## config.mk

```make
export PLATFORM = sky130hd
export DESIGN_NAME = bytelane_sram
export DESIGN_NICKNAME = d
export VERILOG_FILES = /design/src/rtl/bytelane_pkg.sv /design/src/rtl/bytelane_sync.sv /design/src/rtl/bytelane_ctrl.sv /design/src/rtl/bytelane_store.sv /design/src/rtl/bytelane_sram.sv
export SDC_FILE = /design/constraint.sdc
export NUM_CORES = 1
export LEC_CHECK = 0
export BUFFER_PORTS_ARGS = -buffer_cell sky130_fd_sc_hd__buf_2
export CAP_MARGIN = 25
export CORE_MARGIN = 4
export CORE_UTILIZATION = 40
export DETAILED_ROUTE_END_ITERATION = 8
export GPL_TIMING_DRIVEN = 0
export SETUP_SLACK_MARGIN = 0.15
export SLEW_MARGIN = 20
export SYNTH_ARGS = -nofsm -noshare
export SYNTH_HDL_FRONTEND = slang
export SYNTH_SLANG_ARGS = --single-unit
```

## constraint.sdc

```tcl
create_clock -name clk -period 2.1 [get_ports clk]
set_input_delay 0.315 -clock clk [delete_from_list [all_inputs] [get_ports clk]]
set_output_delay 0.315 -clock clk [all_outputs]
set_load 0.005 [all_outputs]
```

## src/rtl/bytelane_pkg.sv

```systemverilog
package bytelane_pkg;

    typedef enum logic [2:0] {
        ST_STANDBY,
        ST_SELECTED,
        ST_READ,
        ST_WRITE,
        ST_WRITE_DONE
    } bl_state_e;

    typedef struct packed {
        logic ce_n;
        logic we_n;
        logic oe_n;
        logic ub_n;
        logic lb_n;
    } bl_strobe_t;

    localparam int BL_LANES    = 2;
    localparam int BL_STROBE_W = $bits(bl_strobe_t);

endpackage

```

## src/rtl/bytelane_sync.sv

```systemverilog
module bytelane_sync #(
    parameter int           W      = 1,
    parameter int           STAGES = 2,
    parameter logic [W-1:0] RST    = '0
) (
    input  logic         clk,
    input  logic         rst_n,
    input  logic [W-1:0] d,
    output logic [W-1:0] q
);

    logic [W-1:0] pipe [STAGES];

    always_ff @(posedge clk or negedge rst_n) begin
        if (!rst_n) begin
            for (int i = 0; i < STAGES; i++) pipe[i] <= RST;
        end else begin
            pipe[0] <= d;
            for (int i = 1; i < STAGES; i++) pipe[i] <= pipe[i-1];
        end
    end

    assign q = pipe[STAGES-1];

endmodule

```

## src/rtl/bytelane_ctrl.sv

```systemverilog
module bytelane_ctrl
    import bytelane_pkg::*;
#(
    parameter int LANE_W = 8,
    localparam int WORD_W = BL_LANES * LANE_W
) (
    input  logic              clk,
    input  logic              rst_n,
    input  bl_strobe_t        strb,
    input  logic [WORD_W-1:0] rd_data,
    output bl_state_e         state_q,
    output logic              commit,
    output logic              capture,
    output logic [BL_LANES-1:0] drive,
    output logic [WORD_W-1:0] dq_q
);

    bl_state_e             decoded;
    bl_state_e             state_d;
    logic [3:0]            cur;
    logic [3:0]            prev_q;
    logic [3:0]            rise;
    logic [BL_LANES-1:0]   lane_sel;

    assign lane_sel = {~strb.ub_n, ~strb.lb_n};
    assign cur      = {strb.ce_n, strb.we_n, strb.ub_n, strb.lb_n};
    assign rise     = cur & ~prev_q;
    assign commit   = (state_q == ST_WRITE) && (rise != 4'b0000);
    assign capture  = (state_d == ST_WRITE);

    // access decode: write strobe wins over output enable
    always_comb begin
        if (strb.ce_n)              decoded = ST_STANDBY;
        else if (lane_sel == '0)    decoded = ST_SELECTED;
        else if (!strb.we_n)        decoded = ST_WRITE;
        else if (!strb.oe_n)        decoded = ST_READ;
        else                        decoded = ST_SELECTED;
    end

    always_comb begin
        unique case (decoded)
            ST_STANDBY:    state_d = ST_STANDBY;
            ST_SELECTED:   state_d = ST_SELECTED;
            ST_READ:       state_d = ST_READ;
            ST_WRITE:      state_d = (commit || state_q == ST_WRITE_DONE)
                                     ? ST_WRITE_DONE : ST_WRITE;
            ST_WRITE_DONE: state_d = ST_WRITE_DONE;
            default:       state_d = ST_STANDBY;
        endcase
    end

    // state register
    always_ff @(posedge clk or negedge rst_n) begin
        if (!rst_n) begin
            state_q <= ST_STANDBY;
            prev_q  <= 4'b1111;
        end else begin
            state_q <= state_d;
            prev_q  <= cur;
        end
    end

    // output register
    always_ff @(posedge clk or negedge rst_n) begin
        if (!rst_n) begin
            drive <= '0;
            dq_q  <= '0;
        end else begin
            for (int l = 0; l < BL_LANES; l++) begin
                drive[l] <= (state_d == ST_READ) && lane_sel[l];
                dq_q[l*LANE_W +: LANE_W] <= ((state_d == ST_READ) && lane_sel[l])
                                            ? rd_data[l*LANE_W +: LANE_W] : '0;
            end
        end
    end

endmodule

```

## src/rtl/bytelane_store.sv

```systemverilog
module bytelane_store
    import bytelane_pkg::*;
#(
    parameter int ADDR_W = 4,
    parameter int LANE_W = 8,
    localparam int WORD_W = BL_LANES * LANE_W,
    localparam int DEPTH  = 1 << ADDR_W
) (
    input  logic                clk,
    input  logic                rst_n,
    input  logic                capture,
    input  logic                commit,
    input  logic [ADDR_W-1:0]   in_addr,
    input  logic [WORD_W-1:0]   in_data,
    input  logic [BL_LANES-1:0] in_lane,
    input  logic [ADDR_W-1:0]   rd_addr,
    output logic [WORD_W-1:0]   rd_data
);

    logic [ADDR_W-1:0]   cap_addr;
    logic [WORD_W-1:0]   cap_data;
    logic [BL_LANES-1:0] cap_lane;

    // hold the last sample seen during an open write
    always_ff @(posedge clk or negedge rst_n) begin
        if (!rst_n) begin
            cap_addr <= '0;
            cap_data <= '0;
            cap_lane <= '0;
        end else if (capture) begin
            cap_addr <= in_addr;
            cap_data <= in_data;
            cap_lane <= in_lane;
        end
    end

    for (genvar g = 0; g < BL_LANES; g++) begin : g_lane
        logic [LANE_W-1:0] mem [DEPTH];

        always_ff @(posedge clk or negedge rst_n) begin
            if (!rst_n) begin
                for (int i = 0; i < DEPTH; i++) mem[i] <= '0;
            end else if (commit && cap_lane[g]) begin
                mem[cap_addr] <= cap_data[g*LANE_W +: LANE_W];
            end
        end

        assign rd_data[g*LANE_W +: LANE_W] = mem[rd_addr];
    end

endmodule

```

## src/rtl/bytelane_sram.sv

```systemverilog
module bytelane_sram
    import bytelane_pkg::*;
#(
    parameter int ADDR_W      = 4,
    parameter int LANE_W      = 8,
    parameter int SYNC_STAGES = 2,
    localparam int WORD_W     = BL_LANES * LANE_W
) (
    input  logic              clk,
    input  logic              rst_n,
    input  logic              ce_n,
    input  logic              we_n,
    input  logic              oe_n,
    input  logic              lb_n,
    input  logic              ub_n,
    input  logic [ADDR_W-1:0] addr,
    input  logic [WORD_W-1:0] dq_in,
    output logic [WORD_W-1:0] dq_out,
    output logic              dq_oe_lo,
    output logic              dq_oe_hi
);

    localparam int BUS_W = ADDR_W + WORD_W;

    bl_strobe_t          strb_raw;
    bl_strobe_t          strb_s;
    logic [BUS_W-1:0]    bus_s;
    logic [ADDR_W-1:0]   addr_s;
    logic [WORD_W-1:0]   data_s;
    logic [WORD_W-1:0]   rd_data;
    bl_state_e           ctrl_state;
    logic                wr_commit;
    logic                wr_capture;
    logic [BL_LANES-1:0] drive;

    assign strb_raw = '{ce_n: ce_n, we_n: we_n, oe_n: oe_n, ub_n: ub_n, lb_n: lb_n};

    bytelane_sync #(
        .W      (BL_STROBE_W),
        .STAGES (SYNC_STAGES),
        .RST    ({BL_STROBE_W{1'b1}})
    ) u_sync_strb (
        .clk   (clk),
        .rst_n (rst_n),
        .d     (strb_raw),
        .q     (strb_s)
    );

    bytelane_sync #(
        .W      (BUS_W),
        .STAGES (SYNC_STAGES),
        .RST    ('0)
    ) u_sync_bus (
        .clk   (clk),
        .rst_n (rst_n),
        .d     ({addr, dq_in}),
        .q     (bus_s)
    );

    assign addr_s = bus_s[BUS_W-1 -: ADDR_W];
    assign data_s = bus_s[WORD_W-1:0];

    bytelane_ctrl #(
        .LANE_W (LANE_W)
    ) u_ctrl (
        .clk     (clk),
        .rst_n   (rst_n),
        .strb    (strb_s),
        .rd_data (rd_data),
        .state_q (ctrl_state),
        .commit  (wr_commit),
        .capture (wr_capture),
        .drive   (drive),
        .dq_q    (dq_out)
    );

    bytelane_store #(
        .ADDR_W (ADDR_W),
        .LANE_W (LANE_W)
    ) u_store (
        .clk     (clk),
        .rst_n   (rst_n),
        .capture (wr_capture),
        .commit  (wr_commit),
        .in_addr (addr_s),
        .in_data (data_s),
        .in_lane ({~strb_s.ub_n, ~strb_s.lb_n}),
        .rd_addr (addr_s),
        .rd_data (rd_data)
    );

    assign dq_oe_lo = drive[0];
    assign dq_oe_hi = drive[1];

endmodule

```

## Word-level counts from Yosys, hierarchy flattened

Index checks and enable logic that the tools add are counted.

| cells by class | value |
|---|---|
| eq/ne operators | 8 |
| $lt $le $gt $ge | 3 |
| add/sub/neg operators | 0 |
| reductions and logical operators | 9 |
| bitwise gates (word level) | 6 |
| $mul | 0 |
| div/mod/pow operators | 0 |
| shift-type cells | 0 |
| mux-type cells | 18 |

Operator list:

| kind | count |
|---|---|
| 128-bit bitwise mux | 2 |
| 8-bit binary-select mux with 4-bit select | 2 |
| 8-bit two-way mux | 7 |
| 8-bit demux with 4-bit select | 1 |
| 3-bit by 2-bit == test with 1-bit output, second input constant | 5 |
| 3-bit two-way mux | 4 |
| 3-bit case mux with 4 select lines | 1 |
| 5-bit >= comparator, second input constant | 2 |
| 4-bit inverter with 5-bit output | 2 |
| 3-bit == test, second input constant | 2 |
| 1-bit logical AND | 6 |
| 5-bit by 1-bit less-than comparator with 1-bit output, second input constant | 1 |
| 4-bit AND | 1 |
| 4-bit inverter | 1 |
| 4-bit nonzero test | 1 |
| 3-bit by 1-bit == test with 1-bit output, second input constant | 1 |
| 2-bit zero test | 1 |
| 2-bit two-way mux | 1 |
| 1-bit inverter | 2 |
| 1-bit logical OR | 1 |

| word-level totals | value |
|---|---|
| register bits after elaboration | 353 |
| memories kept | 0 |
| logic and storage cells | 87 |
| output and inout bits | 18 |
| RAM bits | 0 |
| latch bits | 0 |
| ROM bits | 0 |
| input bits | 27 |

## Longest topological paths before layout

| logic depth | value |
|---|---|
| depth in word-level cells | 10 |
| depth in mapped cells | 6 |
| depth with buffers taken out | 4 |

## Hierarchy

A second synthesis with hierarchy kept.

| unflattened totals | value |
|---|---|
| cells, all modules | 904 |
| area, all modules | 14649.0 um^2 |

By module, submodules not included:

| module | cells an instance | area an instance (um^2) | instances | sequential area each (um^2) |
|---|---|---|---|---|
| bytelane_store | 765 | 12335.6 | 1 | 6956.7 |
| bytelane_sync (u_sync_bus) | 60 | 1151.1 | 1 | 1001.0 |
| bytelane_ctrl | 62 | 854.6 | 1 | 630.6 |
| bytelane_sync (u_sync_strb) | 15 | 300.3 | 1 | 262.8 |
| bytelane_sram | 2 | 7.5 | 1 | 0.0 |

## Worst setup path after synthesis

No wires, ideal clock.

| path | value |
|---|---|
| path type | register -> register |
| start | reg u_ctrl.prev_q[0] |
| end | reg u_store.g_lane[0].mem[13] (netlist bit) |
| stages on the path, launching flop included | 6 |
| setup time | 0.125 ns |
| path buffers | 1 |
| arrival time | 2.027 ns |
| clock period less this slack | 2.152 ns |
| slack | -0.052 ns |
| data required time | 1.975 ns |
| cells stage by stage | dfstp_2 and2b_2 o41ai_4 or4_1 buf_2 mux2_2 |

| on the way | value |
|---|---|
| word-level cells in the longest chain between the ends | 5 |

RTL lines:

| what | line | source |
|---|---|---|
| from (decl) | bytelane_ctrl.sv:21 | `logic [3:0] prev_q;` |
| from (signal assigned) | bytelane_ctrl.sv:59 | `prev_q <= cur;` |
| 4-bit inverter | bytelane_ctrl.sv:27 | `assign rise = cur & ~prev_q;` |
| 4-bit AND | bytelane_ctrl.sv:27 |  |
| 4-bit nonzero test | bytelane_ctrl.sv:28 | `assign commit = (state_q == ST_WRITE) && (rise != 4'b0000);` |
| 1-bit logical AND | bytelane_ctrl.sv:28 |  |
| 1-bit logical AND | bytelane_store.sv:43 | `end else if (commit && cap_lane[g]) begin` |
| to (signal, indexed assignment) | bytelane_store.sv:44 | `mem[cap_addr] <= cap_data[g*LANE_W +: LANE_W];` |
| to (decl) | bytelane_store.sv:38 | `logic [LANE_W-1:0] mem [DEPTH];` |

No other way between the ends.
A chain may end at the register's enable or synchronous reset.

## Worst setup path in the final report

| path | value |
|---|---|
| start | reg u_ctrl.prev_q[2] |
| end | reg u_store.g_lane[1].mem[5] (netlist bit) |

| on the way | value |
|---|---|
| word-level cells in the longest chain between the ends | 5 |

RTL lines:

| what | line |
|---|---|
| 4-bit inverter | bytelane_ctrl.sv:27 |
| 4-bit AND | bytelane_ctrl.sv:27 |
| 4-bit nonzero test | bytelane_ctrl.sv:28 |
| 1-bit logical AND | bytelane_ctrl.sv:28 |
| 1-bit logical AND | bytelane_store.sv:43 |
| to (signal, indexed assignment) | bytelane_store.sv:44 |
| to (decl) | bytelane_store.sv:38 |

No other way between the ends.

==> metrics <==
placed cells=about 1,400; Longest Clk Path Bufs=3; DPL Wire Length=about 22,000 µm; first-pass GRT wire length=roughly 56,000 µm; Starting Density=0.4048; GRT Overall Usage=0.1808; setup ws final=-0.03353 ns; buffers added on ports=between 40 and 50; flop2flop setup slack=-0.03 ns; top-area cell type share of the netlist area=0.5738; Final nets=~1,100; CP top delay family=flip-flops; root buf cell=clkbuf_16; most common cell after layout, fill and taps aside=dfrtp_1; Core Region=between 30,000 and 40,000 µm²; synth-to-layout area growth=34.09%; Hold Crit Class=in -> async; clock sink total=353; initial antenna violation count=0; Seq/Total Area, Yosys=0.5987; Tcrit/Tclk final=1.016; FF-to-FF path depth=7; RR Endpoint=u_store.g_lane[1].mem[5]; die height=roughly 200 µm; most common flop cell mapped by yosys=dfrtp_1; worst-margin pin slew=approximately 1.0 ns; global route overflow=0; routability cong.=between 0.7 and 0.8; CTS HTree Levels=2; dominant cells by area after synthesis=dfrtp_1 57%, mux2_2 22%, mux4_2 9.8%, dfstp_2 2.5%, nor3_2 1.4%; Die Area=roughly 40,000 µm²; Final min period=about 2.1 ns; I/O pin total=between 40 and 50; Net Count, Synth=approximately 920; placed inst area=~16,000 µm²; reg2reg start=u_ctrl.prev_q[2]; largest stage delay on the critical path=approximately 0.51 ns; Routed WL per cell=around 24 µm; Inserted Clock Buffers=38; cell area after synthesis=between 10,000 and 15,000 µm²; DR DRC count=0; DRT iter0 DRCs=about 480; crit path max fanout=8; critical path capture point type=flop; maximum vdd drop=roughly 0.00047 V; number of flops mapped to enable cells by yosys=0; Pins Over Slew Limit=0; largest net degree at the start of global routing=94; CP cell instances=and2b_4, buf_6, o41ai_4, buf_4, nor3_4, buf_12, mux2_4; width of the chip=~200 µm; WP data arrival=approximately 2.5 ns; status=complete, but fails checks; top cell type by total area after synthesis=dfrtp_1; Critical-path top delay cell=dfstp_2; warnings from Yosys=0; synthesized area per cell=about 17 µm²; most frequent cells in the layout=339 x dfrtp_1, 221 x mux2_4, 71 x mux2_2; std cell rows=70; unrepaired setup endpoints after global routing=true; Post-Route WL=37,410 µm; CP required=2.51 ns; fraction of registers with async set/reset=1.000; Fin Setup TNS=-0.6872 ns; CTS tree=built; clk_lat worst skew=~0.54 ns; vias post-DR=~8,500; ANT cells=0; Worst slew margin=0.3289; drt pass-1 iters=4; Synth Instances=891; Startpoint Class=flop; final core occ=0.5428; post-route ant nets=0; post-route cell area=~20,000 µm²; Vias/cell=between 5 and 6; Bufs and invs on worst path=3; vias in the first global route=just over 9,000; fin cells=between 1,500 and 2,000; flops & latches, synth=353; Worst-path clk slew=around 0.06 ns; layout cells sized above 1=0.6049; Fin. Hold Viols=0; failing checks=negative setup slack; Power Density=roughly 900 nW/µm²; Netlist cell types=36; maximum clock frequency=between 0.4 and 0.5 GHz; Clock Skews=between 0.015 and 0.02 ns; Setup-failing EPs final=35; leakage=9.410 nW; Setup CP Type=reg -> reg; MaxCap Viol Count=0
## logic make-up (layout without fill, tap and decap cells)
kind of cell	Yosys count	after routing	synth area share
mux	374	374	0.3321
buf+inv	57	271	0.01676
flops	353	353	0.5987
compound gates	40	41	0.01727
simple gates	67	67	0.03513
## power by group
part / internal, mW / switching, mW / leakage, nW / total (mW)
combinational: 1.57 / 1.19 / 4.10 / 2.75
sequential: 7.57 / 0.577 / 4.70 / 8.15
clock: 3.90 / 2.72 / 0.612 / 6.62
## state kept, by name, indices dropped and copies added (netlist names), 3 cells and up
| name | flops |
|---|---|
| u_store.g_lane.mem | 256 |
| u_sync_bus.pipe | 20 |
| u_sync_bus.q | 20 |
| u_ctrl.dq_q | 16 |
| u_store.cap_data | 16 |
| u_sync_strb.pipe | 5 |
| u_sync_strb.q | 5 |
| u_ctrl.prev_q | 4 |
| u_store.cap_addr | 4 |
| u_ctrl.state_q | 3 |
## synth_stat cells (3+ instances only)
cell type,count
clkbuf_1,29
or4_1,5
nor3_2,21
dfrtp_1,339
nor4_2,3
mux2_1,6
a21oi_1,17
o21ai_0,17
buf_1,4
dfstp_2,14
buf_2,18
nand2_1,10
nand3_1,6
buf_4,3
nor2_1,5
and2b_2,3
inv_1,3
mux2i_1,18
mux2_2,286
mux4_2,64
## per-layer routing
layer	GRT usage	up-vias	part of all wire
met5	0	-	0
met4	0.05065	0	0.029
met3	0.02752	70	0.035
met2	0.3106	184	0.50
met1	0.2416	4579	0.44
li1	-	3686	-
## repair_timing
action                                 4_1_cts  5_1_grt
endpoints found under the hold margin      101        0
hold buffers                                26        0
setup buffers                               50       18
cloned                                       4        1
setup endpoints to repair                  297      450
pin swaps                                   34       23
resized for setup                          160      201
## worst register-to-register path, stage by stage, from the launching register on
cell and delay, ns:
dfstp_2 0.51, and2b_4 0.21, buf_6 0.12, o41ai_4 0.43, buf_4 0.22, nor3_4 0.05, buf_12 0.16, mux2_4 0.30
## cell type report
type,instances,area (µm²)
Multi-Input combinational cell,482,6955
Tap cell,468,585.6
Timing Repair Buffer,147,1633
Fill cell,2846,16700
Sequential cell,353,8851
Buffer,54,565.5
Clock buffer,54,1102
Inverter,3,11.26
Clock inverter,13,118.9
## how the worst max path moves through the flow
stage                                            end  slack, ns             start  cells after the start
after floorplan            u_store.g_lane[0].mem[10]      -0.03  u_ctrl.prev_q[3]                      5
after global placement     u_store.g_lane[1].mem[12]      -6.20             rst_n                      1
after global routing        u_store.g_lane[1].mem[2]      -0.06  u_ctrl.prev_q[2]                      7
after detailed placement              u_ctrl.dq_q[0]      -0.79  u_sync_bus.q[16]                      6
after CTS                 u_store.g_lane[1].mem[104]     -0.007  u_ctrl.prev_q[3]                      6
final                       u_store.g_lane[1].mem[5]      -0.03  u_ctrl.prev_q[2]                      7
## stage by stage
| stage | total power, mW | setup slack, ns | hold slack, ns |
|---|---|---|---|
| finish | 17.52 | -0.03353 | 0.3263 |
| global route | 18.23 | -0.05876 | 0.3535 |
| CTS | 17.29 | -0.006829 | 0.3414 |
| detailed placement | 10.30 | -0.7895 | 0.3355 |
| global placement | 10.23 | -6.197 | 0.3336 |
| floorplan | 9.517 | -0.02825 | 0.01941 |
(Power assumes the default switching activity.)
